**src/rtl/led_status_pkg.sv**
```systemverilog
package led_status_pkg;
  typedef enum logic [1:0] {
    SPD_NONE = 2'd0,
    SPD_10   = 2'd1,
    SPD_100  = 2'd2
  } spd_e;

  function automatic int tick_cycles(input int clk_hz, input int tick_us);
    int c;
    c = (clk_hz / 1_000_000) * tick_us;
    return (c < 2) ? 2 : c;
  endfunction
endpackage

```
**src/rtl/led_tick_gen.sv**
```systemverilog
module led_tick_gen #(
  parameter int TICK_CYCLES = 168_750,
  localparam int PRE_W = $clog2(TICK_CYCLES)
) (
  input  logic clk_i,
  input  logic rst_ni,
  output logic tick_o
);
  logic [PRE_W-1:0] pre_q;

  assign tick_o = (pre_q == PRE_W'(TICK_CYCLES - 1));

  always_ff @(posedge clk_i or negedge rst_ni) begin
    if (!rst_ni)     pre_q <= '0;
    else if (tick_o) pre_q <= '0;
    else             pre_q <= pre_q + 1'b1;
  end
endmodule

```
**src/rtl/led_speed_enc.sv**
```systemverilog
module led_speed_enc
  import led_status_pkg::*;
(
  input  logic sig100_i,
  input  logic sig10_i,
  output spd_e spd_o,
  output logic present_o
);
  always_comb begin
    if (sig100_i)     spd_o = SPD_100;
    else if (sig10_i) spd_o = SPD_10;
    else              spd_o = SPD_NONE;
  end
  assign present_o = (spd_o != SPD_NONE);
endmodule

```
**src/rtl/led_act_stretch.sv**
```systemverilog
module led_act_stretch #(
  parameter int STRETCH_LOAD = 2,
  localparam int CNT_W = $clog2(STRETCH_LOAD + 1)
) (
  input  logic clk_i,
  input  logic rst_ni,
  input  logic present_i,
  input  logic pkt_i,
  input  logic tick_i,
  output logic busy_d_o
);
  logic [CNT_W-1:0] cnt_q, cnt_d;

  always_comb begin
    cnt_d = cnt_q;
    if (!present_i)                 cnt_d = '0;
    else if (pkt_i)                 cnt_d = CNT_W'(STRETCH_LOAD);
    else if (tick_i && cnt_q != '0) cnt_d = cnt_q - 1'b1;
  end

  assign busy_d_o = (cnt_d != '0);

  always_ff @(posedge clk_i or negedge rst_ni) begin
    if (!rst_ni) cnt_q <= '0;
    else         cnt_q <= cnt_d;
  end
endmodule

```
**src/rtl/led_port_status.sv**
```systemverilog
module led_port_status
  import led_status_pkg::*;
#(
  parameter int CLK_FREQ_HZ  = 125_000_000,
  parameter int TICK_US      = 1350,
  parameter int STRETCH_LOAD = 2
) (
  input  logic clk_i,
  input  logic rst_ni,
  input  logic sig100_i,
  input  logic sig10_i,
  input  logic aneg_i,
  input  logic pkt_i,
  output logic spd_o,
  output logic spd_oe_o,
  output logic act_pd_o
);
  localparam int TICK_CYCLES = tick_cycles(CLK_FREQ_HZ, TICK_US);

  logic tick;
  logic present;
  logic busy_d;
  spd_e spd_sel;

  led_tick_gen #(.TICK_CYCLES(TICK_CYCLES)) u_tick (
    .clk_i  (clk_i),
    .rst_ni (rst_ni),
    .tick_o (tick)
  );

  led_speed_enc u_spd (
    .sig100_i  (sig100_i),
    .sig10_i   (sig10_i),
    .spd_o     (spd_sel),
    .present_o (present)
  );

  led_act_stretch #(.STRETCH_LOAD(STRETCH_LOAD)) u_act (
    .clk_i     (clk_i),
    .rst_ni    (rst_ni),
    .present_i (present),
    .pkt_i     (pkt_i),
    .tick_i    (tick),
    .busy_d_o  (busy_d)
  );

  always_ff @(posedge clk_i or negedge rst_ni) begin
    if (!rst_ni) begin
      spd_o    <= 1'b0;
      spd_oe_o <= 1'b0;
      act_pd_o <= 1'b0;
    end else begin
      spd_o    <= (spd_sel == SPD_100);
      spd_oe_o <= present;
      // pin meaning switches with speed presence
      act_pd_o <= present ? busy_d : aneg_i;
    end
  end
endmodule

```
**config.mk**
```make
export PLATFORM = sky130hd
export DESIGN_NAME = led_port_status
export DESIGN_NICKNAME = d
export VERILOG_FILES = /design/src/rtl/led_status_pkg.sv /design/src/rtl/led_tick_gen.sv /design/src/rtl/led_speed_enc.sv /design/src/rtl/led_act_stretch.sv /design/src/rtl/led_port_status.sv
export SDC_FILE = /design/constraint.sdc
export NUM_CORES = 1
export LEC_CHECK = 0
export ABC_AREA = 1
export BUFFER_PORTS_ARGS = -buffer_cell sky130_fd_sc_hd__buf_2
export CORE_UTILIZATION = 50
export CTS_CLUSTER_DIAMETER = 200
export DETAILED_ROUTE_END_ITERATION = 6
export PLACE_DENSITY = 0.72
export SYNTH_ARGS = -nofsm -noshare
export SYNTH_HDL_FRONTEND = slang
export SYNTH_SLANG_ARGS = --single-unit
```
**constraint.sdc**
```tcl
create_clock -name clk_i -period 2.29 [get_ports clk_i]
set_clock_uncertainty 0.1 [all_clocks]
set_input_delay 0.229 -clock clk_i [delete_from_list [all_inputs] [get_ports clk_i]]
set_output_delay 0.229 -clock clk_i [all_outputs]
set_load 0.03 [all_outputs]
```
## Word-level counts from Yosys, hierarchy flattened

Index checks and enable logic that the tools add are counted.

| cells by class | value |
|---|---|
| add/sub/neg operators | 2 |
| equal/unequal tests | 2 |
| muxes and demuxes | 7 |
| reduce and logical (&&, ||, !) cells | 4 |

Operators with widths:

| operator | count |
|---|---|
| $add 18x1->18 const B | 1 |
| $eq 18x18->1 const B | 1 |
| $mux 18 | 1 |
| $mux 2 | 4 |
| $reduce_bool 2->1 | 3 |
| $eq 2x2->1 const B | 1 |
| $mux 1 | 2 |
| $sub 2x1->2 const B | 1 |
| $logic_and 1x1->1 | 1 |

| word-level totals | value |
|---|---|
| bits in registers | 23 |
| bits of input ports | 6 |
| output and inout port bits | 3 |
| word-level logic and storage cells | 20 |

## Logic depth before layout (Yosys ltp)

Gate-level depths: netlist (run 1).

| logic depth | value |
|---|---|
| depth after elaboration | 7 |
| mapped depth | 10 |
| gate-level depth less buffers | 10 |

## Hierarchy

Synthesis (run 1) repeated with hierarchy kept, for this count alone.

| unflattened totals | value |
|---|---|
| cells, all modules | 187 |
| area, all modules | 1,388.8 um^2 |

By module, submodules not included:

| module | times used | cells each | area each (um^2) | seq. area each (um^2) |
|---|---|---|---|---|
| led_tick_gen | 1 | 154 | 1,139.8 | 450.4 |
| led_act_stretch | 1 | 19 | 128.9 | 50.0 |
| led_port_status | 1 | 9 | 97.6 | 75.1 |
| led_speed_enc | 1 | 5 | 22.5 | 0.0 |

## Worst setup path after synthesis (run 1)

Ideal clock, no wire load.

| path | value |
|---|---|
| kind | reg-to-reg |
| start | reg u_tick.pre_q[1] |
| end | reg act_pd_o |
| setup time | 0.117 ns |
| arrival | 1.226 ns |
| required time | 2.073 ns |
| setup slack | 0.847 ns |
| stages on the path, launching flop included | 10 |
| buffers on the path | 0 |
| period minus slack after synthesis | 1.443 ns |
| path through | dfrtp_1 > inv_1 > ha_1 > nand3_1 > nor2_1 > nand3_1 > nand2_1 > nand3b_1 > nand2_1 > nand2_1 |

| between the ends | value |
|---|---|
| longest elaborated chain between the ends | 7 |

Ends and longest elaborated chain:

| element | RTL line | source |
|---|---|---|
| start: declaration | led_tick_gen.sv:9 | `logic [PRE_W-1:0] pre_q;` |
| start signal: assignment | led_tick_gen.sv:16 | `else pre_q <= pre_q + 1'b1;` |
| $eq 18x18->1 | led_tick_gen.sv:11 | `assign tick_o = (pre_q == PRE_W'(TICK_CYCLES - 1));` |
| $logic_and 1x1->1 | led_act_stretch.sv:18 | `else if (tick_i && cnt_q != '0) cnt_d = cnt_q - 1'b1;` |
| $mux 2 | led_act_stretch.sv:18 |  |
| $mux 2 | led_act_stretch.sv:17 | `else if (pkt_i) cnt_d = CNT_W'(STRETCH_LOAD);` |
| $mux 2 | led_act_stretch.sv:16 | `if (!present_i) cnt_d = '0;` |
| $reduce_bool 2->1 | led_act_stretch.sv:21 | `assign busy_d_o = (cnt_d != '0);` |
| $mux 1 | led_port_status.sv:56 | `act_pd_o <= present ? busy_d : aneg_i;` |
| end signal: assignment | led_port_status.sv:56 |  |
| end: declaration | led_port_status.sv:16 | `output logic act_pd_o` |

No other way between the ends.

## Worst setup path in the final report (run 1)

Same ends and word-level chain as after synthesis.

==> qor.yml, run 1 <==
clock_tree:
  cts_buffers: 3
  post_cts_buffers: 0
  htree_levels: 1
  cts_tree: "yes"
  cts_sinks: 23
  clkLatencyLatePin_ns: 0.31
  cts_root_buf: "clkbuf_4"
  clockBufferDepth: 2
  clk_pin_slew_ns: 0.12
  ctsResizeCount: 0
grt:
  grt_pass1_vias: 971
  grt_max_degree: 24
  track_usage_pct: 20.42
  grt_overflow: 0
  antenna_found_initial: 0
  grt_pass1_wl_mm: 4.036
worst_setup_path:
  arrival_ns: 1.77
  crit_path_top_delay_cell: "dfrtp_1"
  worst_path_most_repeated_cell: "nand2_1"
  max_stage_delay_ns: 0.45
  critPathBufInv: 1
  crit_chain: "inv_1, ha_1, nand3_1, nor2_1, nand3_1, nand2_1, nand3b_1, nand2_1, nand2_1"
  cp-start-kind: "flip-flop"
  path_max_fanout: 4
  worstPathRequired_ns: 2.41
  crit_type: "flip-flop to flip-flop"
  end_kind: "flip-flop"
  cpLargestDelayFamily: "simple AND/OR/NAND/NOR gates"
power:
  p_comb_share_pct: 5.6
  power.internal_uw: 490.7
  power.share.clock_pct: 29.7
  powerDensity_nw_per_um2: 453.6
  leakage_nw: 0.7610
  vdd_drop_max_v: 0.0003750
  p_seq_share_pct: 64.7
  switchingPower_uw: 147.2
  sw_frac_of_total_pct: 23.07
die:
  boundaryPins: 9
  die_area_um2: 2779
  initial_utilization_pct: 52.40
  dieWidth_um: 52.72
  die_h_um: 52.72
  core_area_um2: 2455
  rows: 18
sta:
  slew_headroom_pct: 66.69
  worstMarginPinSlew_ns: 0.4997
  setup_tns_ns: 0
  maxSlewViolCount: 0
  rsz0062_at_grt: "false"
  fin_crit_sh_pct: 71.87
  period_needed_ns: 1.646
  hold_viol: 0
  fmax_mhz: 607.6
  setup_viol: 0
placement:
  dpl.hpwl_mm: 1.863
  gp_congestion: 0.9289
  dp_cells: 192
  portBuffers: 8
finish:
  fin_util_pct: 57.29
  final_layout_size_suffix_gt1_share_pct: 19.05
  fin_cells: 198
  mostFrequentLayoutCells: "30 x nand2_1, 25 x inv_1, 23 x dfrtp_1"
  final_common_cell: "nand2_1"
  final_nets: 178
  area_growth_pct: 9.339
  diodes: 0
synth:
  synth-simple-area-share_pct: 35.12
  syn_area_um2: 1286
  synth_top_family_by_area: "simple AND/OR/NAND/NOR gates"
  yosys-top-cells-area: "dfrtp_1 45%, nand2_1 8.8%, inv_1 7.3%, nor2_1 5.8%, xor2_1 3.4%"
  synth-compound-area-share_pct: 3.696
  synth_seq_cells: 23
  syn-num-nets: 164
  synth.distinct_cells: 28
  synthMuxAreaShare_pct: 0
  synth.yosys.seq_area_share_pct: 44.75
  synth.top_cell.area_share_pct: 44.75
  synth_fa_ha_area_share_pct: 2.918
  syn-instance-count: 155
  synth_top_cell_by_area: "dfrtp_1"
  ys_warn_count: 0
  synth_xor_xnor_area_share_pct: 4.086
  avgSynthCellArea_um2: 8.298
detailed_routing:
  dr.pass1.iters: 4
  drt_iter0_markers: 11
  wirelength_mm: 2.425
  ant_nets: 0
  drc: 0
  viasPerCell: 5.091
  vias: 1008
  routedWlPerCell_um: 12.25
job:
  maxCapViolations: 0
outcome:
  status: "completed"
worst_hold_path:
  hp-class: "primary input to flip-flop"
[cells in the mapped netlist]
| master | n |
|---|---|
| a21oi_1 | 6 |
| clkbuf_1 | 1 |
| clkinv_2 | 1 |
| dfrtp_1 | 23 |
| ha_1 | 3 |
| inv_1 | 25 |
| inv_2 | 5 |
| nand2_1 | 30 |
| nand2_2 | 3 |
| nand2_4 | 1 |
| nand3_1 | 8 |
| nand3b_1 | 2 |
| nand4_1 | 4 |
| nand4_2 | 1 |
| nand4_4 | 1 |
| nor2_1 | 20 |
| nor2_2 | 2 |
| nor2_4 | 3 |
| nor2_8 | 1 |
| nor3_1 | 1 |
| nor3_2 | 2 |
| nor3_4 | 1 |
| nor4_1 | 1 |
| o21ai_1 | 2 |
| o21bai_1 | 1 |
| or2_1 | 1 |
| xnor2_1 | 1 |
| xor2_1 | 5 |
[cell type report]
type	count	area (um^2)
Multi-Input combinational cell	100	589.3
Inverter	31	117.6
Fill cell	237	1049
Timing Repair Buffer	10	60.06
Clock buffer	4	26.28
Tap cell	30	37.54
Sequential cell	23	575.6
[worst reg2reg max path: stages, from the launching register on]
cell and delay, ns:
dfrtp_1 0.45, inv_1 0.08, ha_1 0.15, nand3_1 0.09, nor2_1 0.24, nand3_1 0.14, nand2_1 0.08, nand3b_1 0.08
nand2_1 0.09, nand2_1 0.05
[power by group through the flow]
stage | sequential [mW] | combinational [mW] | clock (mW)
global placement | 0.420 | 0.0331 | 0
floorplan | 0.428 | 0.00976 | 0
global route | 0.413 | 0.0406 | 0.213
detailed placement | 0.420 | 0.0343 | 0
CTS | 0.413 | 0.0368 | 0.194
finish | 0.413 | 0.0358 | 0.189
[through the flow]
step	instance area, um^2	power, mW	setup slack (ns)	hold slack [ns]
after detailed placement	1360	0.4547	0.6610	0.1254
final	1406	0.6379	0.6443	0.05344
after floorplan	1286	0.4374	0.8472	-0.1666
after global placement	1360	0.4534	0.7245	0.1216
after CTS	1406	0.6434	0.6505	0.04607
after global routing	1406	0.6669	0.5318	0.05235
[cell families (layout without fill, tap and decap cells)]
family / Yosys count / in the layout
xor gates and xnor gates: 6 / 6
AOI/OAI and AO/OA: 9 / 9
and+or+nand+nor: 82 / 82
DFF: 23 / 23
buffers and inverters: 32 / 45
adders and majority gates: 3 / 3
[sequential cells by signal (all words and copies together), names as in the netlist]
signal and cells:
u_tick.pre_q 18, u_act.cnt_q 2, act_pd_o 1, spd_o 1, spd_oe_o 1
[worst paths after layout]
path	startpoint	endpoint	slack (ns)	depth (start not counted)
hold / removal	sig10_i	spd_oe_o	0.05	3
setup reg to reg	u_tick.pre_q[1]	act_pd_o	0.64	9
min in group asynchronous	rst_ni	u_tick.pre_q[13]	0.30	2
setup / recovery	u_tick.pre_q[1]	act_pd_o	0.64	9
hold reg to reg	u_tick.pre_q[14]	u_tick.pre_q[14]	0.47	1
max in group asynchronous	rst_ni	u_tick.pre_q[15]	1.46	2
[metal layers]
| layer | up-vias | GRT usage [%] | wire (um) |
|---|---|---|---|
| met5 | - | 0 | 0 |
| met4 | 0 | 8.772 | 53 |
| met3 | 7 | 2.899 | 62 |
| met2 | 17 | 36.71 | 1241 |
| met1 | 478 | 23.77 | 1067 |
| li1 | 506 | - | - |
[timing repair]
item | 4_1_cts | 5_1_grt
setup endpoints to repair | 0 | 0
hold buffers | 2 | 0
hold endpoints to repair | 24 | 0
No activity file was read; power rests on OpenSTA's default activity.
==> inputs of run 2 (changes only) <==
--- a/config.mk
+++ b/config.mk
@@ -10,7 +10,7 @@
 export CORE_UTILIZATION = 50
 export CTS_CLUSTER_DIAMETER = 200
 export DETAILED_ROUTE_END_ITERATION = 6
-export PLACE_DENSITY = 0.72
+export PLACE_DENSITY = 0.75
 export SYNTH_ARGS = -nofsm -noshare
 export SYNTH_HDL_FRONTEND = slang
 export SYNTH_SLANG_ARGS = --single-unit
==> constraint.sdc (replaced) <==
create_clock -name clk_i -period 1.3 [get_ports clk_i]
set_clock_uncertainty 0.1 [all_clocks]
set_input_delay 0.13 -clock clk_i [delete_from_list [all_inputs] [get_ports clk_i]]
set_output_delay 0.13 -clock clk_i [all_outputs]
set_load 0.03 [all_outputs]
==> qor.yml, run 2 (synthesis gave the netlist of run 1 again) <==
die:
  initial_utilization_pct: 52.40  # unchanged
  boundaryPins: 9  # unchanged
  die_h_um: 52.72  # unchanged
  die_area_um2: 2779  # unchanged
  core_area_um2: 2455  # unchanged
  dieWidth_um: 52.72  # unchanged
  rows: 18  # unchanged
sta:
  hold_viol: 0  # unchanged
  timing.hold.ws_ns: 0.2120  # +0.1585 ns
  fin_crit_sh_pct: 122.1  # +50 points
  fmax_mhz: 629.8  # +3.6%
  setup_viol: 20  # +20
  worstMarginPinSlew_ns: 0.5237  # +0.02398 ns
  maxSlewViolCount: 0  # unchanged
  slew_headroom_pct: 65.09  # -1.6 points
  setup_slack_ns: -0.2879  # -0.9322 ns
  rsz0062_at_grt: "true"
  period_needed_ns: 1.588  # -0.05780 ns
finish:
  final_common_cell: "buf_4"
  largestRegisters: "u_tick.pre_q x18, u_act.cnt_q x2"
  fin_util_pct: 72.63  # +15 points
  mostFrequentLayoutCells: "30 x buf_4, 26 x nand2_1, 24 x inv_1"
  largest_register_ffs: 18  # unchanged
  final_layout_size_suffix_gt1_share_pct: 41.58  # +23 points
  final_nets: 212  # +19%
  fin_cells: 232  # +17%
  area_growth_pct: 38.62
  final_cell_area_um2: 1783  # +27%
  diodes: 0  # unchanged
  regMostFlops: "u_tick.pre_q"
grt:
  top_usage_layer: "met2"
  track_usage_pct: 22.28  # +1.9 points
  grt_overflow: 0  # unchanged
  use_met1_pct: 25.14  # +1.4 points
  use_met2_pct: 43.46  # +6.8 points
  antenna_found_initial: 0  # unchanged
  grt_pass1_wl_mm: 4.540  # +12%
  use_met3_pct: 3.478  # +0.58 points
  grt_max_degree: 24  # unchanged
  grt_pass1_vias: 1116  # +15%
detailed_routing:
  routedWlPerCell_um: 12.67  # +3.5%
  viasPerCell: 4.888  # -4.0%
  ant_nets: 0  # unchanged
  drt_iter0_markers: 21  # +10
  dr.pass1.iters: 4  # unchanged
  vias: 1134  # +13%
  wirelength_mm: 2.940  # +21%
  drc: 0  # unchanged
clock_tree:
  cts_buffers: 3  # unchanged
  cts_sinks: 23  # unchanged
  cts_tree: "yes"
  cts_root_buf: "clkbuf_4"
  clkLatencyLatePin_ns: 0.31  # about the same
  clockBufferDepth: 2  # unchanged
  htree_levels: 1  # unchanged
  clk_pin_slew_ns: 0.13  # about the same
worst_setup_path:
  arrival_ns: 1.70  # -0.07 ns
  crit_chain: "nor2_1, nand2_1, nor4_2, nand3b_1, inv_2, nor2_1"
  path_max_fanout: 5  # +1
  worst_path_most_repeated_cell: "nor2_1"
  crit_path_top_delay_cell: "dfrtp_2"
  end_kind: "flip-flop"
  critPathBufInv: 1  # unchanged
  max_stage_delay_ns: 0.47  # +0.02 ns
  cpLargestDelayFamily: "simple AND/OR/NAND/NOR gates"
  worstPathRequired_ns: 1.41  # -1.00 ns
  cp-start-kind: "flip-flop"
  crit_type: "flip-flop to flip-flop"
outcome:
  status: "finished, violations left"
  violations: "setup timing"
placement:
  dp_cells: 215  # +12%
  dpl_worst_slack_ns: -0.1778  # -0.8388 ns
  gp_congestion: 0.8780  # -5.5%
  placed_cell_area_um2: 1578  # +16%
  dpl.hpwl_mm: 1.996  # +7.2%
  portBuffers: 8  # unchanged
power:
  sw_frac_of_total_pct: 23.28  # +0.20 points
  power.share.clock_pct: 29.7  # about the same
  p_seq_share_pct: 64.1  # -0.6 points
  leakage_nw: 0.9792  # +29%
  power.internal_uw: 869.8  # +77%
  switchingPower_uw: 263.9  # +79%
  p_comb_share_pct: 6.3  # +0.7 points
  powerDensity_nw_per_um2: 635.9  # +40%
  vdd_drop_max_v: 0.0009185  # +140%
worst_hold_path:
  hp-class: "primary input to async pin"
job:
  maxCapViolations: 0  # unchanged
run 2: cell type report:
| type | count | area, um^2 |
|---|---|---|
| multi-input cells | 100 | 693.2 |
| repair buffers | 44 | 326.6 |
| clock buffers | 4 | 26.28 |
| inverters | 31 | 120.1 |
| well taps | 30 | 37.54 |
| flip-flops and latches | 23 | 579.3 |
| fillers | 163 | 671.9 |
run 2: repair_timing:
item / 4_1_cts / 5_1_grt
buffers inserted: 2 / 6
endpoints found under the hold margin: 27 / 0
pin swaps: 9 / 6
resized for setup: 5 / 14
hold buffers: 5 / 0
setup endpoints to repair: 20 / 21
run 2: per-layer routing:
metal  part of all wire (%)  wire, um
met1                     44      1287
met2                     54      1597
met3                    1.3        39
met4                   0.51        15
met5                      0         0
run 2: power groups by stage:
stage	Combinational, mW	Sequential (mW)	Clock, mW
3_5_place_dp	0.0607	0.740	0
2_1_floorplan	0.0175	0.753	0
6_report	0.0710	0.726	0.336
3_3_place_gp	0.0589	0.740	0
4_1_cts	0.0726	0.727	0.348
5_1_grt	0.0820	0.728	0.367
run 2: metrics by stage:
stage / setup TNS [ns] / power [mW]
2_1_floorplan: -0.3737 / 0.7708
3_3_place_gp: -1.539 / 0.7988
3_5_place_dp: -2.143 / 0.8009
4_1_cts: -2.470 / 1.147
5_1_grt: -4.964 / 1.177
6_report: -3.470 / 1.134
run 2: worst paths after layout:
path	from	end	slack (ns)	cells after the start
max	u_tick.pre_q[11]	u_tick.pre_q[0]	-0.29	6
min	rst_ni	u_tick.pre_q[5]	0.21	2
max reg2reg	u_tick.pre_q[11]	u_tick.pre_q[0]	-0.29	6
min reg2reg	u_tick.pre_q[11]	u_tick.pre_q[11]	0.50	2
max in group asynchronous	rst_ni	u_tick.pre_q[11]	0.51	2
min in group clk_i	sig100_i	spd_o	0.37	2
